File: config.mk
export PLATFORM = sky130hd
export DESIGN_NAME = evt_stop_ctrl
export DESIGN_NICKNAME = d
export VERILOG_FILES = /design/src/rtl/evc_pkg.sv /design/src/rtl/evc_event_bank.sv /design/src/rtl/evc_stop_unit.sv /design/src/rtl/evt_stop_ctrl.sv
export SDC_FILE = /design/constraint.sdc
export NUM_CORES = 1
export LEC_CHECK = 0
export ABC_AREA = 1
export ABC_CLOCK_PERIOD_IN_PS = 1100
export BUFFER_PORTS_ARGS = -buffer_cell sky130_fd_sc_hd__buf_2
export CAP_MARGIN = 20
export CORE_MARGIN = 2
export CORE_UTILIZATION = 37
export DETAILED_ROUTE_END_ITERATION = 16
export GPL_ROUTABILITY_DRIVEN = 0
export PLACE_DENSITY = 0.81
export SKIP_LAST_GASP = 1
export SLEW_MARGIN = 10
export SYNTH_ARGS = -nofsm -noshare
export SYNTH_HDL_FRONTEND = slang
export SYNTH_HIERARCHICAL = 1
export SYNTH_SLANG_ARGS = --single-unit
export TNS_END_PERCENT = 50
File: constraint.sdc
create_clock -name clk -period 1.1 [get_ports clk]
set_clock_uncertainty 0.15 [all_clocks]
set_input_delay 0.055 -clock clk [delete_from_list [all_inputs] [get_ports clk]]
set_output_delay 0.055 -clock clk [all_outputs]
set_load 0.005 [all_outputs]
File: src/rtl/evc_pkg.sv
package evc_pkg;
    localparam int REG_AW = 3;
    localparam int REG_DW = 32;

    localparam logic [REG_AW-1:0] ADDR_MASK = 3'd0;
    localparam logic [REG_AW-1:0] ADDR_PEND = 3'd1;
    localparam logic [REG_AW-1:0] ADDR_ACK  = 3'd2;
    localparam logic [REG_AW-1:0] ADDR_CTRL = 3'd3;
    localparam logic [REG_AW-1:0] ADDR_STAT = 3'd4;

    localparam int ST_STOPPED = 0;
    localparam int ST_CAUSE   = 1;
    localparam int ST_MBOX    = 3;
    localparam int ST_RESTART = 4;
    localparam int ST_CLEAR   = 5;

    typedef enum logic [1:0] {
        CAUSE_NONE    = 2'd0,
        CAUSE_ILLEGAL = 2'd1,
        CAUSE_STOP    = 2'd2
    } cause_e;

    typedef struct packed {
        logic   halted;
        cause_e cause;
        logic   mbox;
    } stop_st_t;
endpackage

File: src/rtl/evc_event_bank.sv
module evc_event_bank #(
    parameter int NUM_EVT = 8
) (
    input  logic               clk,
    input  logic               rst_n,
    input  logic [NUM_EVT-1:0] evt_in,
    input  logic               mask_we,
    input  logic [NUM_EVT-1:0] mask_wdata,
    input  logic               ack_we,
    input  logic [NUM_EVT-1:0] ack_wdata,
    input  logic               ie_we,
    input  logic               ie_wdata,
    input  logic               halted,
    output logic [NUM_EVT-1:0] pend_o,
    output logic [NUM_EVT-1:0] mask_o,
    output logic               int_en_o,
    output logic               hit_o,
    output logic               take_o
);
    typedef struct packed {
        logic [NUM_EVT-1:0] pend;
        logic [NUM_EVT-1:0] mask;
        logic               int_en;
    } bank_st_t;

    bank_st_t           st_d, st_q;
    logic [NUM_EVT-1:0] pend_nx;
    logic               hit;
    logic               take;

    for (genvar i = 0; i < NUM_EVT; i++) begin : g_bit
        assign pend_nx[i] = evt_in[i] | (st_q.pend[i] & ~(ack_we & ack_wdata[i]));
    end

    assign hit  = |(st_q.pend & st_q.mask);
    assign take = st_q.int_en & hit & ~halted;

    always_comb begin
        st_d      = st_q;
        st_d.pend = pend_nx;
        if (mask_we) begin
            st_d.mask = mask_wdata;
        end
        if (take) begin
            st_d.int_en = 1'b0;
        end else if (ie_we) begin
            st_d.int_en = ie_wdata;
        end
    end

    always_ff @(posedge clk or negedge rst_n) begin
        if (!rst_n) begin
            st_q <= '0;
        end else begin
            st_q <= st_d;
        end
    end

    assign pend_o   = st_q.pend;
    assign mask_o   = st_q.mask;
    assign int_en_o = st_q.int_en;
    assign hit_o    = hit;
    assign take_o   = take;
endmodule

File: src/rtl/evc_stop_unit.sv
module evc_stop_unit
    import evc_pkg::*;
(
    input  logic   clk,
    input  logic   rst_n,
    input  logic   illegal_i,
    input  logic   stop_i,
    input  logic   mbox_i,
    input  logic   restart,
    input  logic   clr,
    output logic   halted_o,
    output cause_e cause_o,
    output logic   mbox_o,
    output logic   exc_now_o
);
    stop_st_t st_d, st_q;
    logic     exc_take;
    logic     mbox_take;

    assign exc_take  = (illegal_i | stop_i) & ~st_q.halted;
    assign mbox_take = mbox_i & ~st_q.halted;

    always_comb begin
        st_d = st_q;
        if (exc_take) begin
            st_d.halted = 1'b1;
            st_d.cause  = illegal_i ? CAUSE_ILLEGAL : CAUSE_STOP;
        end else begin
            if (restart) begin
                st_d.halted = 1'b0;
            end
            if (clr) begin
                st_d.cause = CAUSE_NONE;
            end
        end
        if (mbox_take) begin
            st_d.mbox = 1'b1;
        end else if (clr) begin
            st_d.mbox = 1'b0;
        end
    end

    always_ff @(posedge clk or negedge rst_n) begin
        if (!rst_n) begin
            st_q <= '{halted: 1'b0, cause: CAUSE_NONE, mbox: 1'b0};
        end else begin
            st_q <= st_d;
        end
    end

    assign halted_o  = st_q.halted;
    assign cause_o   = st_q.cause;
    assign mbox_o    = st_q.mbox;
    assign exc_now_o = exc_take;
endmodule

File: src/rtl/evt_stop_ctrl.sv
module evt_stop_ctrl
    import evc_pkg::*;
#(
    parameter int NUM_EVT = 8,
    parameter int PC_W    = 16
) (
    input  logic               clk,
    input  logic               rst_n,
    input  logic [NUM_EVT-1:0] evt_in,
    input  logic               reg_wr,
    input  logic [2:0]         reg_addr,
    input  logic [31:0]        reg_wdata,
    output logic [31:0]        reg_rdata,
    input  logic               wait_i,
    output logic               stall_o,
    output logic               redirect_o,
    output logic [PC_W-1:0]    redirect_pc_o,
    input  logic               illegal_i,
    input  logic               stop_i,
    input  logic               mbox_i,
    output logic               halt_o,
    output logic               irq_o
);
    localparam logic [PC_W-1:0] VECTOR_PC = '0;

    logic [NUM_EVT-1:0] pend_w;
    logic [NUM_EVT-1:0] mask_w;
    logic               int_en_w;
    logic               hit_w;
    logic               take_w;
    logic               halted_w;
    cause_e             cause_w;
    logic               mbox_w;
    logic               exc_now_w;
    logic               unused_wdata;

    logic we_mask, we_ack, we_ctrl, we_stat;

    assign we_mask      = reg_wr && (reg_addr == ADDR_MASK);
    assign we_ack       = reg_wr && (reg_addr == ADDR_ACK);
    assign we_ctrl      = reg_wr && (reg_addr == ADDR_CTRL);
    assign we_stat      = reg_wr && (reg_addr == ADDR_STAT);
    assign unused_wdata = ^reg_wdata;

    evc_event_bank #(.NUM_EVT(NUM_EVT)) u_bank (
        .clk        (clk),
        .rst_n      (rst_n),
        .evt_in     (evt_in),
        .mask_we    (we_mask),
        .mask_wdata (reg_wdata[NUM_EVT-1:0]),
        .ack_we     (we_ack),
        .ack_wdata  (reg_wdata[NUM_EVT-1:0]),
        .ie_we      (we_ctrl),
        .ie_wdata   (reg_wdata[0]),
        .halted     (halted_w),
        .pend_o     (pend_w),
        .mask_o     (mask_w),
        .int_en_o   (int_en_w),
        .hit_o      (hit_w),
        .take_o     (take_w)
    );

    evc_stop_unit u_stop (
        .clk       (clk),
        .rst_n     (rst_n),
        .illegal_i (illegal_i),
        .stop_i    (stop_i),
        .mbox_i    (mbox_i),
        .restart   (we_stat && reg_wdata[ST_RESTART]),
        .clr       (we_stat && reg_wdata[ST_CLEAR]),
        .halted_o  (halted_w),
        .cause_o   (cause_w),
        .mbox_o    (mbox_w),
        .exc_now_o (exc_now_w)
    );

    always_comb begin
        reg_rdata = '0;
        case (reg_addr)
            ADDR_MASK: reg_rdata[NUM_EVT-1:0] = mask_w;
            ADDR_PEND: reg_rdata[NUM_EVT-1:0] = pend_w;
            ADDR_CTRL: reg_rdata[0]           = int_en_w;
            ADDR_STAT: begin
                reg_rdata[ST_STOPPED]            = halted_w;
                reg_rdata[ST_CAUSE+1:ST_CAUSE]   = cause_w;
                reg_rdata[ST_MBOX]               = mbox_w;
            end
            default:   reg_rdata = '0;
        endcase
    end

    assign stall_o       = wait_i & ~hit_w;
    assign redirect_o    = take_w;
    assign redirect_pc_o = VECTOR_PC;
    assign halt_o        = halted_w | exc_now_w;
    assign irq_o         = (cause_w != CAUSE_NONE) | mbox_w;
endmodule

Yosys cells after proc, flatten, opt, wreduce, memory -nomap -nowiden

Index checks and enable logic that the tools add are counted.

Equality and inequality tests: 4
Muxes and demuxes: 11
Bitwise logic cells: 43
Reductions and logical operators: 13

Operators by type and width:

| cell                                          | count |
|---|---|
| bitwise AND 1 bit                             | 21 |
| bitwise OR 1 bit                              | 11 |
| NOT 1 bit                                     | 10 |
| nonzero test 2 bit                            | 5 |
| one-hot mux 3 bit (3 select lines)            | 1 |
| bitwise AND 8 bit                             | 1 |
| one-hot mux 4 bit (2 select lines)            | 1 |
| OR reduction 8 bit                            | 1 |
| == test 3 x 2 -> 1 bit, second input constant | 2 |
| logical AND 1 bit                             | 6 |
| two-way mux 1 bit                             | 5 |
| two-way mux 2 bit                             | 2 |
| one-hot mux 1 bit (4 select lines)            | 1 |
| == test 3 x 1 -> 1 bit, second input constant | 1 |
| == test 3 bit, second input constant          | 1 |
| logical NOT 3 bit                             | 1 |
| two-way mux 3 bit                             | 1 |

Register bits after elaboration: 21
Bits of input ports: 50
Output and inout port bits: 52
Logic and storage cells: 77

Depth between registers and ports, before layout

Gate-level depths: netlist (run 1).

Word-level depth: 6
Mapped depth: 7
Gate-level depth less buffers: 6

Hierarchy

Netlist (run 1), hierarchy kept.

Modules (own cells, without submodules):

| module         | times used | cells each | area an instance (um^2) | sequential area each (um^2) |
|---|---|---|---|---|
| evc_event_bank | 1          | 65         | 748.2                   | 425.4 |
| evt_stop_ctrl  | 1          | 96         | 574.3                   | 0.0 |
| evc_stop_unit  | 1          | 16         | 162.7                   | 100.1 |

Least setup slack after synthesis (run 1)

No wires, ideal clock.

Path kind: input port to flip-flop
From: in reg_addr[1]
To: reg u_bank.st_q, in the netlist u_bank/mask_o[0]
Library setup time: 0.125 ns
Arrival time: 0.963 ns
Required time: 0.825 ns
Path slack: -0.138 ns
Cell stages on the path: 4
Path buffers: 2
Cell sequence: buf_6 -> nor4_1 -> buf_6 -> mux2_4

Longest elaborated chain between the ends: 2

RTL lines:

| item                   | line                 | source |
|---|---|---|
| start: declaration     | evt_stop_ctrl.sv:11  | `input logic [2:0] reg_addr,` |
| logical NOT 3 bit      | evt_stop_ctrl.sv:39  | `assign we_mask = reg_wr && (reg_addr == ADDR_MASK);` |
| logical AND 1 bit      | evt_stop_ctrl.sv:39  |  |
| net we_mask            | evt_stop_ctrl.sv:37  | `logic we_mask, we_ack, we_ctrl, we_stat;` |
| end signal: assignment | evc_event_bank.sv:55 | `st_q <= st_d;` |
| end: declaration       | evc_event_bank.sv:26 | `bank_st_t st_d, st_q;` |

The timed path passes the listed nets, and every way through them passes these cells.
A chain may end at the register's enable or synchronous reset.

Final worst setup path (run 1)

From: reg u_bank.st_q, in the netlist u_bank/mask_o[4]
To: out redirect_o

Longest elaborated chain between the ends: 4

RTL lines:

| item                            | line                 | source |
|---|---|---|
| bitwise AND 8 bit               | evc_event_bank.sv:35 | `assign hit = \|(st_q.pend & st_q.mask);` |
| OR reduction 8 bit              | evc_event_bank.sv:35 |  |
| net hit_w                       | evt_stop_ctrl.sv:29  | `logic hit_w;` |
| bitwise AND 1 bit (2 in series) | evc_event_bank.sv:36 | `assign take = st_q.int_en & hit & ~halted;` |
| end: declaration                | evt_stop_ctrl.sv:16  | `output logic redirect_o,` |

The timed path passes the listed nets, and every way through them passes these cells.

==> results of run 1 <==
==> timing repair <==
action	in CTS	in global routing
endpoints found under the hold margin	41	0
buffers inserted	3	3
hold buffers	20	0
endpoints found under the setup margin	12	17
pin swaps	3	11
gates resized for setup	5	20
==> layout make-up <==
| type | instances | area, sq um | area share (%) |
|---|---|---|---|
| inverters | 12 | 45.0 | 2.02 |
| clock inverters | 1 | 5.00 | 0.224 |
| well taps | 50 | 62.6 | 2.81 |
| multi-input cells | 139 | 810 | 36.3 |
| clock buffers | 3 | 41.3 | 1.85 |
| repair buffers | 98 | 741 | 33.2 |
| flip-flops and latches | 21 | 526 | 23.6 |
==> flip-flops by register name, indices dropped and copies added (netlist names) <==
signal	count
u_stop/mbox_o	1
u_bank/pend_o	8
u_stop/cause_o	2
u_bank/mask_o	8
u_bank/int_en_o	1
u_stop/halted_o	1
==> through the flow <==
stage / util (%) / cells / instance area, sq um / hold slack [ps]
after detailed placement: 46.4 / 294 / 1830 / -109
after CTS: 53.7 / 321 / 2120 / 20.8
after global routing: 56.6 / 324 / 2230 / 66.3
after floorplan: - / 216 / 1660 / -391
after global placement: 46.4 / 294 / 1830 / -117
final: 56.6 / 324 / 2230 / 42.1
==> layer usage <==
| layer | wire, um | share of wire, % |
|---|---|---|
| met4 | 7 | 0.20 |
| met5 | 0 | 0 |
| met3 | 180 | 5.1 |
| met2 | 1900 | 54 |
| met1 | 1410 | 40 |
==> kinds of logic (layout without fill, tap and decap cells) <==
logic type | after synthesis | after routing | share of synthesized area (%)
AOI/OAI and AO/OA | 13 | 13 | 6.49
buffers and inverters | 56 | 114 | 25.9
DFF | 21 | 21 | 35.4
muxes | 8 | 8 | 8.09
other | 1 | 40 | 0.252
and+or+nand+nor | 78 | 78 | 23.9
==> cells in the final DEF, fill, tap and decap left out, types with 2 or more instances in the layout <==
master	count
clkbuf_8	3
a21o_1	8
nand3_1	10
dlygate4sd3_1	20
dfrtp_1	21
inv_1	10
inv_2	2
nor2_2	3
buf_2	35
nand3_2	10
conb_1	40
nand2_1	35
buf_4	34
buf_6	8
nand2_2	4
nor2_1	9
mux2_4	8
==> report_power, final <==
group | internal (mW) | leakage, nW | switching, mW | total, mW
Sequential | 0.922 | 0.226 | 0.108 | 1.03
Clock | 0.252 | 0.0255 | 0.263 | 0.516
Combinational | 0.690 | 0.919 | 0.480 | 1.17
Total | 1.86 | 1.17 | 0.852 | 2.72
==> worst min path at each step <==
stage	from	endpoint	cells past startpoint
final	illegal_i	u_stop/halted_o	4
after floorplan	rst_n	u_bank/int_en_o	0
after global routing	illegal_i	u_stop/halted_o	4
after CTS	illegal_i	u_stop/halted_o	4
after global placement	rst_n	u_bank/pend_o[5]	1
after detailed placement	rst_n	u_bank/pend_o[5]	1
==> worst register-to-register path: cells and delay by family, from the launching register on <==
family | cells | cell delay [ps]
buffers and inverters | 4 | 440
AO/OA/AOI/OAI | 1 | 190
flip-flops | 1 | 410
==> results.json, run 1 <==
{
  "vdd_drop_max_uv": 863,
  "critPathTopFamily": "simple AND/OR/NAND/NOR gates",
  "synth_cell_types": 25,
  "r2r_start": "u_stop/halted_o",
  "fin_crit_ps": 1390,
  "avgViaCountPerCell": 4.23,
  "grt_use_met2_pct": 27.8,
  "cp_common_cell": "nand2_1",
  "r2r_slack_ps": -190,
  "htree_levels": 1,
  "hp-class": "in -> reg",
  "io_pins": 102,
  "fillers": 348,
  "use_met3_pct": 2.67,
  "antenna_found_initial": 0,
  "synth_cells": 177,
  "antenna_left": 0,
  "clkSinkCount": 21,
  "clkTransAtPathRegs_ps": 80,
  "violations": "setup timing",
  "core_area_sq_um": 3940,
  "grt.total_usage_pct": 15.2,
  "synth_area_leaders": "dfrtp_1, buf_4, nand2_1",
  "drtPass1Iterations": 5,
  "drive_gt1_share_pct": 42.0,
  "ys_ff_latch": 21,
  "cts-root-buf": "clkbuf_8",
  "fin_ws_ps": -290,
  "grt_pass1_wl_mm": 5.26,
  "worstPathRequired_ps": 890,
  "crit_end": "redirect_o",
  "slew_viol_final": 0,
  "p_leak_nw": 1.17,
  "timing.rr.end": "u_stop/mbox_o",
  "synthesis.area_sq_um": 1490,
  "synth_warnings": 6,
  "wl_per_cell_um": 10.8,
  "worstSetupStartpoint": "u_bank/mask_o[4]",
  "grt_pass1_vias": 1257,
  "rows": 23,
  "synth_commonest_cells": "buf_4, nand2_1, dfrtp_1, nand3_1, inv_1",
  "synthArstFlopShare_pct": 100,
  "cellPowerDensity_nw_per_um2": 1220,
  "grt-busiest-layer": "met2",
  "overflow": 0,
  "clockBufferDepth": 2,
  "cp_slowest_stage_delay_ps": 390,
  "syn_area_per_cell_sq_um": 8.39,
  "cts_tree": "done",
  "rsz0062_at_grt": "true",
  "cts_buffers": 3,
  "fin_setup_tns_ps": -3210,
  "vias": 1371,
  "period_share_pct": 126,
  "dieArea_sq_um": 4540,
  "path_buf_inv": 1,
  "status": "complete, but fails checks",
  "critical_path_class": "reg -> out",
  "worstPathArrival_ps": 1190,
  "cp_max_fo": 3,
  "critPathSlowestCell": "dfrtp_1",
  "synth_enable_flop_cells": 0,
  "cap_violations": 0,
  "drt-total-wl_mm": 3.50,
  "pre_cts_ws_ps": -157,
  "clk_latency_ps": 260,
  "port_buffers": 37,
  "drc": 0,
  "die_w_um": 67.4,
  "power_mw": 2.72,
  "synth_most_common_cell": "buf_4",
  "grt_util_met1_pct": 19.1,
  "yosysTopAreaCellShare_pct": 35.4,
  "synth_top_cell_by_area": "dfrtp_1",
  "crit_cells": 7,
  "ys_seq_area_share_pct": 35.4,
  "grt_max_degree": 22,
  "die_y_um": 67.4,
  "initial_core_util_pct": 37.7,
  "fmax_ghz": 0.719,
  "ys.flop_type": "dfrtp_1",
  "final_nets": 325,
  "path_cells": "nand2_1, nand2_1, nor2_2, nand2_2, nand2_1, nor2_1, buf_2",
  "start_kind": "register",
  "n_antenna_cell": 0,
  "hpwlAfterDp_mm": 2.57,
  "r2r.worst_path.cells": 5,
  "hold_viol": 0,
  "area_delta_synth_final_pct": 50.1,
  "drt_iter0_markers": 27,
  "cp-end-kind": "output pin",
  "setup_viol_count_final": 18
}
(Power assumes the default switching activity.)
==> run 2, diff against run 1 <==
ABC_CLOCK_PERIOD_IN_PS = 1300   (was 1100)
GPL_TIMING_DRIVEN = 0   (was not set)
clock period = 1.3 ns   (was 1.1 ns; I/O delays follow)
==> results.json, run 2 (same netlist as run 1, synthesis figures left out) <==
{
  "cp_slowest_stage_delay_ps": 410,
  "dieArea_sq_um": 4540,
  "worstPathRequired_ps": 1090,
  "placed_cell_area_sq_um": 1870,
  "clkTransAtPathRegs_ps": 70,
  "drt_iter0_markers": 21,
  "top_layer": "met4",
  "fin_ws_ps": -146,
  "cap_violations": 0,
  "hp-class": "in -> reg",
  "cts-root-buf": "clkbuf_8",
  "setup_viol_count_final": 7,
  "vdd_drop_max_uv": 636,
  "path_cells": "nand2_1, nand2_1, nor2_2, nand2_2, nand2_2, nor2_2, buf_2",
  "fin_area_sq_um": 2260,
  "overflow": 0,
  "fin_setup_tns_ps": -722,
  "drtPass1Iterations": 4,
  "drt-total-wl_mm": 3.60,
  "final_cell_mix": "buf_4, conb_1, nand2_1",
  "n_antenna_cell": 0,
  "avgViaCountPerCell": 4.16,
  "worstPathArrival_ps": 1230,
  "cp-end-kind": "output pin",
  "start_kind": "register",
  "core_area_sq_um": 3940,
  "met3_length_um": 244,
  "fin_crit_ps": 1450,
  "comb_power_share_pct": 39.6,
  "min_to": "u_stop/halted_o",
  "power_frac_clock_pct": 19.9,
  "clk_latency_ps": 260,
  "htree_levels": 1,
  "timing.rr.end": "u_bank/int_en_o",
  "final_common_cell": "buf_4",
  "cp_max_fo": 3,
  "clkSinkCount": 21,
  "hold_viol": 0,
  "slew_viol_final": 0,
  "sw_frac_of_total_pct": 30.9,
  "critical_path_class": "reg -> out",
  "antenna_found_initial": 0,
  "worstHoldStart": "illegal_i",
  "io_pins": 102,
  "rows": 23,
  "grt.total_usage_pct": 16.1,
  "p_int_mw": 1.50,
  "drc": 0,
  "p_sw_uw": 670,
  "die_w_um": 67.4,
  "met1Wirelength_mm": 1.38,
  "wl_per_cell_um": 10.5,
  "clockBufferDepth": 2,
  "hold_depth": 4,
  "cts_tree": "done",
  "port_buffers": 35,
  "wl_met2_mm": 1.90,
  "antenna_left": 0,
  "status": "complete, but fails checks",
  "die_y_um": 67.4,
  "drive_gt1_share_pct": 41.1,
  "rsz0062_at_grt": "true",
  "final_nets": 343,
  "cts_buffers": 3,
  "power_frac_seq_pct": 40.5,
  "hpwlAfterDp_mm": 2.49,
  "grt_pass1_wl_mm": 5.51,
  "cellPowerDensity_nw_per_um2": 959,
  "r2r_slack_ps": 90,
  "r2r_start": "u_bank/pend_o[5]",
  "critPathSlowestCell": "dfrtp_1",
  "violations": "setup timing",
  "fin_util_pct": 57.3,
  "power_mw": 2.17,
  "area_delta_synth_final_pct": 52.1,
  "grt_pass1_vias": 1273,
  "grt_max_degree": 22,
  "fmax_ghz": 0.692,
  "initial_core_util_pct": 37.7,
  "vias": 1424,
  "p_leak_nw": 1.25,
  "period_share_pct": 111,
  "r2r.worst_path.cells": 6
}
==> run 2: layout make-up <==
cell class | instances | area (sq um)
plain buffers | 44 | 339
clock buffers | 4 | 45.0
fillers | 349 | 1680
inverters | 12 | 45.0
multi-input cells | 139 | 729
flip-flops and latches | 21 | 526
well taps | 50 | 62.6
repair buffers | 72 | 513
==> run 2: per-layer routing <==
| metal | track usage [%] | vias up |
|---|---|---|
| met2 | 28.7 | 62 |
| met5 | 0 | - |
| li1 | - | 724 |
| met1 | 18.8 | 629 |
| met3 | 3.00 | 9 |
| met4 | 6.89 | 0 |
==> run 2: metrics by stage <==
step	hold slack, ps	setup WS, ps	std cells
3_3_place_gp	-109	-41.5	301
3_5_place_dp	-107	-56.9	301
4_1_cts	8.74	-130	338
5_1_grt	38.8	-222	342
6_report	29.8	-146	342
2_1_floorplan	-381	51.5	216
==> run 2: worst max-delay path: cells and delay by family, from the launching register on <==
kind                   cells  cell delay [ps]
buffers and inverters      1              110
flip-flops                 1              410
AND/OR/NAND/NOR            6              440
==> run 2: worst max-delay path by stage <==
stage	from	endpoint	slack (ps)
after CTS	u_bank/mask_o[7]	redirect_o	-130
final	u_bank/pend_o[5]	redirect_o	-150
after global placement	reg_addr[0]	u_bank/mask_o[1]	-40
after detailed placement	reg_addr[0]	u_bank/mask_o[1]	-60
after global routing	u_bank/mask_o[0]	redirect_o	-220
after floorplan	reg_addr[1]	u_bank/mask_o[0]	50
==> run 2: what timing repair did <==
item	4_1_cts	5_1_grt
hold endpoints to repair	41	0
hold buffers	20	0
setup buffers	13	4
gates cloned	0	0
gates resized for setup	2	4
endpoints found under the setup margin	4	7
pin swaps	2	5
==> run 2: power groups by stage <==
stage | Clock [mW] | Combinational [mW] | Sequential (mW)
after floorplan | 0 | 0.455 | 0.867
after global placement | 0 | 0.603 | 0.888
after detailed placement | 0 | 0.615 | 0.901
after CTS | 0.443 | 0.784 | 0.873
after global routing | 0.470 | 0.944 | 0.898
final | 0.431 | 0.858 | 0.879
==> run 3, diff against run 2 <==
CORE_UTILIZATION = 41   (was 37)
PLACE_DENSITY = 0.87   (was 0.81)
==> results.json, run 3 (same netlist as run 1, synthesis figures left out) <==
{
  "p_int_mw": 1.50,
  "worstSetupStartpoint": "u_stop/cause_o[1]",
  "cellPowerDensity_nw_per_um2": 949,
  "dieArea_sq_um": 4120,
  "cts_tree": "done",
  "cp-end-kind": "output pin",
  "grt_max_degree": 22,
  "hold_viol": 0,
  "hold_ws_ps": 44.1,
  "vdd_drop_max_uv": 980,
  "fin_ws_ps": -219,
  "timing.rr.end": "u_bank/int_en_o",
  "setup_viol_count_final": 12,
  "grt_use_met2_pct": 32.7,
  "power_mw": 2.23,
  "p_sw_uw": 731,
  "antenna_found_initial": 0,
  "drc": 0,
  "violations": "setup timing",
  "status": "complete, but fails checks",
  "grt_pass1_vias": 1295,
  "htree_levels": 1,
  "drive_gt1_share_pct": 44.5,
  "grt_util_met1_pct": 20.8,
  "cts-root-buf": "clkbuf_4",
  "slew_viol_final": 0,
  "comb_power_share_pct": 45.5,
  "path_cells": "or3_1, buf_2",
  "io_pins": 102,
  "overflow": 0,
  "fmax_ghz": 0.659,
  "drtPass1Iterations": 4,
  "avgViaCountPerCell": 4.35,
  "fin_area_sq_um": 2350,
  "drt-total-wl_mm": 4.02,
  "clkSinkCount": 21,
  "cp_max_fo": 3,
  "use_met3_pct": 4.58,
  "p_leak_nw": 1.29,
  "core_area_sq_um": 3420,
  "cap_violations": 0,
  "vias": 1510,
  "hpwlAfterDp_mm": 2.36,
  "grt_pass1_wl_mm": 5.77,
  "final_common_cell": "buf_4",
  "port_buffers": 35,
  "period_share_pct": 117,
  "clkTransAtPathRegs_ps": 130,
  "final_cell_mix": "buf_4, conb_1, nand2_1",
  "grt-busiest-layer": "met2",
  "cp_slowest_stage_delay_ps": 440,
  "clk_latency_ps": 320,
  "placed_cell_area_sq_um": 1860,
  "worstPathRequired_ps": 1090,
  "fin_crit_ps": 1520,
  "r2r_start": "u_bank/pend_o[2]",
  "power_frac_clock_pct": 15.1,
  "rsz0062_at_grt": "true",
  "initial_core_util_pct": 43.5,
  "critPathSlowestCell": "dfrtp_1",
  "n_antenna_cell": 0,
  "power_frac_seq_pct": 39.4,
  "wl_per_cell_um": 11.6,
  "die_y_um": 64.2,
  "die_w_um": 64.2,
  "cts_buffers": 3,
  "crit_end": "irq_o",
  "grt.total_usage_pct": 17.9,
  "r2r.worst_path.cells": 6,
  "start_kind": "register",
  "worstPathArrival_ps": 1300,
  "layoutNonFillerInstCount": 347,
  "area_delta_synth_final_pct": 58.2,
  "drt_iter0_markers": 39,
  "sw_frac_of_total_pct": 32.8,
  "rows": 21,
  "critical_path_class": "reg -> out",
  "hp-class": "in -> reg",
  "r2r_slack_ps": 90,
  "antenna_left": 0,
  "clockBufferDepth": 2,
  "final_nets": 352,
  "post-place-cells": 297
}
==> run 3: layer usage <==
layer | vias to the layer above | wire, um
met5 | - | 0
met4 | 0 | 73
met3 | 13 | 344
met2 | 83 | 2050
met1 | 679 | 1550
li1 | 735 | -
==> run 3: worst min-delay path by stage <==
stage	startpoint	to	slack, ps	cells past startpoint
after floorplan	rst_n	u_bank/int_en_o	-380	0
after global placement	rst_n	u_bank/pend_o[0]	-110	1
after detailed placement	rst_n	u_bank/mask_o[0]	-100	1
after CTS	illegal_i	u_stop/cause_o[0]	-130	3
after global routing	reg_wr	u_stop/halted_o	60	4
final	reg_wr	u_stop/halted_o	40	4
==> run 3: layout make-up <==
type,instances,area (sq um)
buffer,44,339
clock buffer,3,22.5
clock inverter,1,7.51
fill,269,1070
inverter,12,45.0
multi-input combinational,139,757
sequential,21,526
tap,46,57.6
timing repair buffer,81,596
==> run 3: per-stage QoR <==
stage,setup TNS (ps),setup slack [ps],util [%]
2_1_floorplan,0,51.5,-
3_3_place_gp,-260,-37.4,54.6
3_5_place_dp,-354,-46.8,54.6
4_1_cts,-843,-160,65.8
5_1_grt,-1910,-291,68.8
6_report,-1100,-219,68.8
==> run 3: timing repair <==
action	CTS	global route
endpoints found under the setup margin	5	12
setup buffers	20	7
pin swaps	2	6
hold endpoints to repair	42	2
hold buffers	19	1
resized for setup	4	12
==> run 3: worst max-delay path: cells and delay by family (launching register included) <==
family | cells | cell delay (ps)
simple gates | 1 | 410
flops | 1 | 440
buf+inv | 1 | 140
==> run 3: power by group through the flow <==
| stage | Sequential, mW | Clock [mW] | Combinational (mW) |
|---|---|---|---|
| 6_report | 0.877 | 0.337 | 1.01 |
| 5_1_grt | 0.890 | 0.370 | 1.10 |
| 4_1_cts | 0.859 | 0.328 | 0.853 |
| 3_5_place_dp | 0.892 | 0 | 0.616 |
| 3_3_place_gp | 0.891 | 0 | 0.598 |
| 2_1_floorplan | 0.867 | 0 | 0.455 |
